$ cat config.mk
export PLATFORM = sky130hd
export DESIGN_NAME = flag_alu
export DESIGN_NICKNAME = d
export VERILOG_FILES = /design/src/rtl/flag_alu_pkg.sv /design/src/rtl/alu_addsub.sv /design/src/rtl/alu_bitwise.sv /design/src/rtl/alu_shifter.sv /design/src/rtl/flag_alu.sv
export SDC_FILE = /design/constraint.sdc
export NUM_CORES = 1
export LEC_CHECK = 0
export CAP_MARGIN = 30
export CORE_MARGIN = 3
export CORE_UTILIZATION = 56
export DETAILED_ROUTE_END_ITERATION = 10
export PLACE_DENSITY = 0.86
export SLEW_MARGIN = 10
export SYNTH_ARGS = -nofsm -noshare
export SYNTH_HDL_FRONTEND = slang
export SYNTH_SLANG_ARGS = --single-unit
export TNS_END_PERCENT = 100
$ cat constraint.sdc
create_clock -name clk -period 5 [get_ports clk]
set_clock_uncertainty 0.1 [all_clocks]
set_input_delay 0.75 -clock clk [delete_from_list [all_inputs] [get_ports clk]]
set_output_delay 0.75 -clock clk [all_outputs]
set_load 0.02 [all_outputs]
$ cat src/rtl/flag_alu_pkg.sv
package flag_alu_pkg;

    localparam int DATA_W = 8;
    localparam int MODE_W = 4;

    typedef enum logic [MODE_W-1:0] {
        OP_ADD = 4'd0,
        OP_SUB = 4'd1,
        OP_AND = 4'd2,
        OP_OR  = 4'd3,
        OP_NOT = 4'd4,
        OP_XOR = 4'd5,
        OP_SHL = 4'd6,
        OP_SHR = 4'd7,
        OP_ROL = 4'd8,
        OP_ROR = 4'd9
    } alu_op_e;

    typedef enum logic [1:0] {
        BW_AND = 2'd0,
        BW_OR  = 2'd1,
        BW_XOR = 2'd2,
        BW_NOT = 2'd3
    } bw_sel_e;

endpackage

$ cat src/rtl/alu_addsub.sv
module alu_addsub #(
    parameter int W = 8
) (
    input  logic [W-1:0] a,
    input  logic [W-1:0] b,
    input  logic         sub,
    output logic [W-1:0] sum,
    output logic         cout
);

    logic [W-1:0] b_eff;
    logic [W:0]   wide;

    always_comb begin
        b_eff = sub ? ~b : b;
        wide  = {1'b0, a} + {1'b0, b_eff} + {{W{1'b0}}, sub};
        sum   = wide[W-1:0];
        cout  = wide[W];
    end

endmodule

$ cat src/rtl/alu_bitwise.sv
module alu_bitwise
    import flag_alu_pkg::*;
#(
    parameter int W = 8
) (
    input  logic [W-1:0] a,
    input  logic [W-1:0] b,
    input  bw_sel_e      sel,
    output logic [W-1:0] res
);

    always_comb begin
        unique case (sel)
            BW_AND: res = a & b;
            BW_OR:  res = a | b;
            BW_XOR: res = a ^ b;
            BW_NOT: res = ~a;
        endcase
    end

endmodule

$ cat src/rtl/alu_shifter.sv
module alu_shifter #(
    parameter int W = 8
) (
    input  logic [W-1:0] a,
    input  logic [W-1:0] amt,
    input  logic         left,
    input  logic         rotate,
    output logic [W-1:0] res,
    output logic         cout
);

    localparam int SH_W = $clog2(W);

    logic [SH_W-1:0] rot_amt;
    logic [W-1:0]    rl [SH_W+1];
    logic [W-1:0]    rr [SH_W+1];
    logic [2*W-1:0]  ext_l;
    logic [2*W-1:0]  ext_r;

    assign rot_amt = amt[SH_W-1:0];
    assign rl[0]   = a;
    assign rr[0]   = a;

    for (genvar i = 0; i < SH_W; i++) begin : g_stage
        localparam int S = 2 ** i;
        assign rl[i+1] = rot_amt[i] ? {rl[i][W-1-S:0], rl[i][W-1:W-S]} : rl[i];
        assign rr[i+1] = rot_amt[i] ? {rr[i][S-1:0], rr[i][W-1:S]} : rr[i];
    end

    always_comb begin
        ext_l = {{W{1'b0}}, a} << amt;
        ext_r = {a, {W{1'b0}}} >> amt;
        if (rotate) begin
            if (left) begin
                res  = rl[SH_W];
                cout = (rot_amt != '0) && rl[SH_W][0];
            end else begin
                res  = rr[SH_W];
                cout = (rot_amt != '0) && rr[SH_W][W-1];
            end
        end else if (left) begin
            res  = ext_l[W-1:0];
            cout = ext_l[W];
        end else begin
            res  = ext_r[2*W-1:W];
            cout = ext_r[W-1];
        end
    end

endmodule

$ cat src/rtl/flag_alu.sv
module flag_alu
    import flag_alu_pkg::*;
#(
    parameter int W = DATA_W
) (
    input  logic              clk,
    input  logic              rst,
    input  logic [W-1:0]      op_a,
    input  logic [W-1:0]      op_b,
    input  logic [MODE_W-1:0] mode,
    input  logic              load,
    output logic [W-1:0]      res_comb,
    output logic [W-1:0]      res_q,
    output logic              zero_q,
    output logic              carry_q
);

    alu_op_e      op;
    logic [W-1:0] as_sum;
    logic         as_cout;
    logic [W-1:0] bw_res;
    bw_sel_e      bw_sel;
    logic [W-1:0] sh_res;
    logic         sh_cout;
    logic         carry_nxt;

    assign op = alu_op_e'(mode);

    always_comb begin
        unique case (op)
            OP_OR:   bw_sel = BW_OR;
            OP_XOR:  bw_sel = BW_XOR;
            OP_NOT:  bw_sel = BW_NOT;
            default: bw_sel = BW_AND;
        endcase
    end

    alu_addsub #(.W(W)) addsub_i (
        .a    (op_a),
        .b    (op_b),
        .sub  (op == OP_SUB),
        .sum  (as_sum),
        .cout (as_cout)
    );

    alu_bitwise #(.W(W)) bitwise_i (
        .a   (op_a),
        .b   (op_b),
        .sel (bw_sel),
        .res (bw_res)
    );

    alu_shifter #(.W(W)) shifter_i (
        .a      (op_a),
        .amt    (op_b),
        .left   ((op == OP_SHL) || (op == OP_ROL)),
        .rotate ((op == OP_ROL) || (op == OP_ROR)),
        .res    (sh_res),
        .cout   (sh_cout)
    );

    always_comb begin
        unique case (op)
            OP_ADD, OP_SUB: begin
                res_comb  = as_sum;
                carry_nxt = as_cout;
            end
            OP_AND, OP_OR, OP_NOT, OP_XOR: begin
                res_comb  = bw_res;
                carry_nxt = 1'b0;
            end
            OP_SHL, OP_SHR, OP_ROL, OP_ROR: begin
                res_comb  = sh_res;
                carry_nxt = sh_cout;
            end
            default: begin
                res_comb  = '0;
                carry_nxt = 1'b0;
            end
        endcase
    end

    always_ff @(posedge clk) begin
        if (rst) begin
            res_q   <= '0;
            zero_q  <= 1'b0;
            carry_q <= 1'b0;
        end else if (load) begin
            res_q   <= res_comb;
            zero_q  <= (res_comb == '0);
            carry_q <= carry_nxt;
        end
    end

endmodule

# Yosys cells after proc, flatten, opt, wreduce, memory -nomap -nowiden
# Index checks and enable logic that the tools add are counted.
[word_totals]
reg_bits = 10
in_bits = 23
word_cells = 52
[classes]
n_mux = 17
eq_ne = 12
reduce_logical = 11
n_bitwise = 5
n_addsub = 2
n_shift = 2
[op_table]
columns = ["op", "count"]
rows = [
  ["8-bit two-way mux", 10],
  ["8-bit one-hot mux with 4 select lines", 1],
  ["8-bit one-hot mux with 3 select lines", 1],
  ["4-bit by 3-bit equality test with 1-bit output, second input constant", 4],
  ["8-bit inverter", 2],
  ["16-bit by 8-bit right shift with 16-bit output", 1],
  ["8-bit by 8-bit adder with 9-bit output", 1],
  ["9-bit by 1-bit adder with 9-bit output", 1],
  ["8-bit by 8-bit left shift with 9-bit output", 1],
  ["8-bit AND", 1],
  ["4-bit by 2-bit equality test with 1-bit output, second input constant", 2],
  ["4-bit equality test, second input constant", 2],
  ["8-bit logical NOT", 1],
  ["8-bit bitwise OR", 1],
  ["4-bit OR reduction", 2],
  ["8-bit bitwise XOR", 1],
  ["2-bit one-hot mux with 3 select lines", 1],
  ["2-bit equality test, second input constant", 2],
  ["4-bit by 1-bit equality test with 1-bit output, second input constant", 1],
  ["4-bit logical NOT", 1],
  ["1-bit two-way mux", 3],
  ["3-bit nonzero test", 1],
  ["2-bit by 1-bit equality test with 1-bit output, second input constant", 1],
  ["1-bit logical AND", 2],
  ["other kinds (4)", 5],
]

# Longest topological paths before layout
# Gate-level depths: netlist of the first run.
[depth]
word_depth = 7
depth_mapped = 14

# By module
# A second synthesis of the first run with hierarchy kept.
[hier_totals]
hier_cells = 365
hier_area_um2 = 2977.9
[by_module_without_submodules]
columns = ["mod", "area_per_inst_um2", "seq_area_each_um2", "cells_each", "n_inst"]
rows = [
  ["alu_shifter", 1242.4, 0.0, 167, 1],
  ["flag_alu", 844.6, 200.2, 100, 1],
  ["alu_bitwise", 493.0, 0.0, 50, 1],
  ["alu_addsub", 397.9, 0.0, 48, 1],
]

# Least setup slack after synthesis of the first run
# Ideal clock, no wire load.
[synth_timing]
path_type = "input to output"
from = "in mode[1]"
to = "out res_comb[7]"
path_stages = 12
path_slack_ps = 843
path_buffers = 2
arrival_ps = 3307
path_cell_list = "clkbuf_1 > nor4b_1 > clkbuf_1 > xnor2_1 > ha_1 > nand2_1 > nor3b_1 > nor2_1 > a211o_1 > o21ai_0 > xor2_1 > a211o_1"
[synth_via]
elab_chain_cells = 5
[synth_rtl]
columns = ["element", "line_no", "source"]
rows = [
  ["from (decl)", "flag_alu.sv:10", "input logic [MODE_W-1:0] mode,"],
  ["4-bit by 1-bit equality test with 1-bit output (tied with other cells)", "flag_alu.sv:41, flag_alu.sv:63", ""],
  ["8-bit two-way mux (tied with other cells)", "alu_addsub.sv:15", "b_eff = sub ? ~b : b;"],
  ["8-bit by 8-bit adder with 9-bit output (tied with other cells)", "alu_addsub.sv:16", "wide = {1'b0, a} + {1'b0, b_eff} + {{W{1'b0}}, sub};"],
  ["9-bit by 1-bit adder with 9-bit output (tied with other cells)", "alu_addsub.sv:16", ""],
  ["8-bit one-hot mux with 3 select lines (*)", "flag_alu.sv:63", "unique case (op)"],
  ["to (decl)", "flag_alu.sv:12", "output logic [W-1:0] res_comb,"],
]
# Mark *: on every way between the ends. The rest lies on a longest branch, timed or not.

# Worst setup path in the final report of the first run
[layout_timing]
from = "in mode[1]"
to = "out res_comb[6]"
# The elaborated chain is that of the path after synthesis.

==> results.json, run 1 <==
{
  "setup_ws_ns": 0.195,
  "hpwl_microns": 6740,
  "combPwrFrac_pct": 65.1,
  "io_pins": 41,
  "place_area_sq_um": 3110,
  "grt_max_degree": 43,
  "tns_ns": 0,
  "finalSetupViolCount": 0,
  "grt_pass1_wl_microns": 13800,
  "drt_iter0_drc": 448,
  "relSlewSlack_pct": 42.1,
  "rows": 24,
  "port_buffers": 40,
  "avgSynthCellArea_sq_um": 7.24,
  "crit_path_frequent_cell": "clkdlybuf4s50_1",
  "maxCapViolCount": 0,
  "synth_top_cell_area_share_pct": 11.0,
  "clkTransAtPathRegs_ns": 0.04,
  "synthCells": 360,
  "remaining_drc_errors": 0,
  "startpoint": "mode[1]",
  "reg2reg_to": "res_q[5]$_SDFFE_PP0P_",
  "cp.required_ns": 4.15,
  "first_global_vias": 2690,
  "drive_above_1_share_pct": 12.0,
  "synth_nets": 407,
  "p_seq_share_pct": 18.5,
  "syn_area_sq_um": 2610,
  "dp_cells": 441,
  "worstPathCellList": "clkdlybuf4s50_1 -> nor4b_2 -> buf_4 -> xnor2_1 -> ha_1 -> nor2b_1 -> o31a_1 -> o21a_1 -> o21ai_0 -> nand3b_1 -> nand2_1 -> clkdlybuf4s50_1",
  "die_w_microns": 74.2,
  "fin_crit_ns": 4.81,
  "worst_ir_drop_vdd_v": 0.000111,
  "max_freq_mhz": 208,
  "area_delta_synth_final_pct": 21.1,
  "antenna_left": 0,
  "cts_buffers": 3,
  "diodes": 0,
  "die_y_microns": 74.2,
  "antenna_found_initial": 0,
  "synthFlopType": "dfxtp_1",
  "yosysWarnings": 0,
  "gr-total-overflow": 0,
  "instances_no_fill": 444,
  "rsz0062_at_grt": "no",
  "path_depth": 12,
  "crit_path_end": "res_comb[6]",
  "crit_arrival_ns": 3.96,
  "tritoncts": "built",
  "hp-class": "reg2reg",
  "async_reset_ff_share_pct": 0,
  "critPathTopFamily": "buffers and inverters",
  "critical_path.startpoint_type": "input port",
  "powerDensity_nw_per_um2": 153,
  "num_vias": 3012,
  "cp_slowest_cell": "clkdlybuf4s50_1",
  "rr_startpoint": "res_q[5]$_SDFFE_PP0P_",
  "netSwitchingFraction_pct": 42.6,
  "synth-edff-count": 0,
  "clock-root-buffer": "clkbuf_8",
  "whs_ns": 0.380,
  "clock_path_buffers": 2,
  "cts_resized": 0,
  "synth.area.top_cells": "ha_1 11%, mux4_2 8.6%, dfxtp_1 7.7%",
  "cts_setup_buffers": 0,
  "postCtsHoldBufs": 0,
  "path_buf_inv": 3,
  "finalHoldViolations": 0,
  "outcome": "completed",
  "p_switching_mw": 0.205,
  "path_max_fanout": 9,
  "fin_area_sq_um": 3160,
  "fin_crit_sh_pct": 96.1,
  "ys_seq_elements": 10,
  "rrSetupSlack_ns": 4.09,
  "yosysUniqueCellTypes": 63,
  "report.final.slew_viol_count": 0,
  "place_congestion": 1.02,
  "setup.worst_path.class": "in2out",
  "p_int_mw": 0.277,
  "drt-total-wl_microns": 8850,
  "yosysSeqAreaShare_pct": 7.68,
  "power_frac_clock_pct": 16.4,
  "grt_usage_pct": 32.7,
  "cp_slowest_stage_delay_ns": 0.61,
  "post_drt_wl_per_cell_microns": 19.9,
  "synth_top_area_cell": "ha_1",
  "dp_slack_ns": 0.131,
  "core_area_sq_um": 4410,
  "tightest_slew_ns": 0.861,
  "initial_core_util_pct": 59.1,
  "htreeDepth": 1,
  "p_leak_nw": 1.29,
  "cts.sink_count": 10,
  "die-area_sq_um": 5510,
  "crit_path_end_kind": "output pin",
  "nets": 441,
  "dr.pass1.iters": 5,
  "viasPerCell": 6.78,
  "reg2regPathDepth": 2,
  "insertion_delay_ns": 0.23
}
flip-flops by register name, summed over array words and instances (netlist names):
| name | cells |
|---|---|
| carry_q | 1 |
| zero_q | 1 |
| res_q | 8 |
area by class of cell:
type,count,area [sq um]
multi-input combinational,294,2190
inverter,27,101
fill,387,1260
sequential,10,200
timing repair buffer,58,563
tap,52,65.1
clock buffer,3,41.3
power by group through the flow:
stage	Clock, mW	Sequential [mW]	Combinational [mW]
floorplan	0	0.0973	0.191
finish	0.0789	0.0892	0.314
CTS	0.0801	0.0891	0.309
detailed placement	0	0.0904	0.307
global route	0.0864	0.0897	0.339
global placement	0	0.0900	0.302
cell usage in the layout (no fill, tap or decap), types with 7 or more instances in the layout:
master / count
a211oi_1: 7
xnor2_1: 10
clkdlybuf4s50_1: 39
mux2_2: 10
a21oi_1: 23
o21ai_0: 17
dfxtp_1: 10
inv_1: 26
nand2_1: 25
ha_1: 23
o22ai_1: 8
mux2i_1: 8
nor3_1: 15
buf_4: 16
nor2_1: 43
nand3_1: 9
mux4_2: 10
cells by family after synthesis:
group,after synthesis,share of synthesized area [%]
XOR/XNOR,11,3.69
AND/OR/NAND/NOR,125,23.5
flip-flops,10,7.68
buffers and inverters,56,8.73
multiplexers,28,16.0
adder cells (fa/ha/maj),24,11.8
AO/OA/AOI/OAI,106,28.6
cell usage after synthesis (3+ instances only):
cell type	count
and3_1	3
dfxtp_1	10
nand2_1	25
clkbuf_1	17
inv_1	26
o21a_1	3
o221ai_1	3
mux2_2	10
nand3_1	9
nor3_1	15
nand2b_1	3
nor3b_1	4
mux4_2	10
xnor2_1	10
a211oi_1	7
o32ai_1	3
buf_1	3
nor2_1	43
o211ai_1	5
a211o_1	3
a31oi_1	6
and3b_1	3
mux2i_1	8
ha_1	23
a21oi_1	23
o22ai_1	8
buf_2	8
nor2b_1	6
o21ai_0	17
worst min-delay path by stage:
stage                           from                    end  slack (ns)  depth (start not counted)
2_1_floorplan  res_q[0]$_SDFFE_PP0P_  res_q[0]$_SDFFE_PP0P_        0.45                          2
3_3_place_gp   res_q[0]$_SDFFE_PP0P_  res_q[0]$_SDFFE_PP0P_        0.37                          2
3_5_place_dp   res_q[1]$_SDFFE_PP0P_  res_q[1]$_SDFFE_PP0P_        0.38                          2
4_1_cts        res_q[1]$_SDFFE_PP0P_  res_q[1]$_SDFFE_PP0P_        0.38                          2
5_1_grt         carry_q$_SDFFE_PP0P_   carry_q$_SDFFE_PP0P_        0.41                          2
6_report       res_q[1]$_SDFFE_PP0P_  res_q[1]$_SDFFE_PP0P_        0.38                          2
metrics by stage:
stage	utilization, %	power, mW
3_5_place_dp	70.5	0.397
4_1_cts	71.5	0.478
2_1_floorplan	-	0.289
3_3_place_gp	70.5	0.392
5_1_grt	71.5	0.515
6_report	71.5	0.482
worst min-delay path: cells and delay by family, from the launching register on:
family	cells	cell delay, ns
AND/OR/NAND/NOR	2	0.13
flip-flops	1	0.30
routing by layer:
metal  part of all wire [%]  up-vias  GRT usage, %
li1                       -     1411             -
met1                     43     1397          46.9
met2                     45      183          50.5
met3                    9.7       21          5.27
met4                    2.6        0          9.88
met5                      0        -             0
No activity file was read; power rests on OpenSTA's default activity.
==> inputs of run 2 (changes only) <==
--- a/config.mk
+++ b/config.mk
@@ -8,6 +8,7 @@
 export CAP_MARGIN = 30
 export CORE_MARGIN = 3
 export CORE_UTILIZATION = 56
+export CTS_CLUSTER_SIZE = 8
 export DETAILED_ROUTE_END_ITERATION = 10
 export PLACE_DENSITY = 0.86
 export SLEW_MARGIN = 10
==> results of run 2 <==
The final DEF is identical to that of run 1; final timing and power are the same.
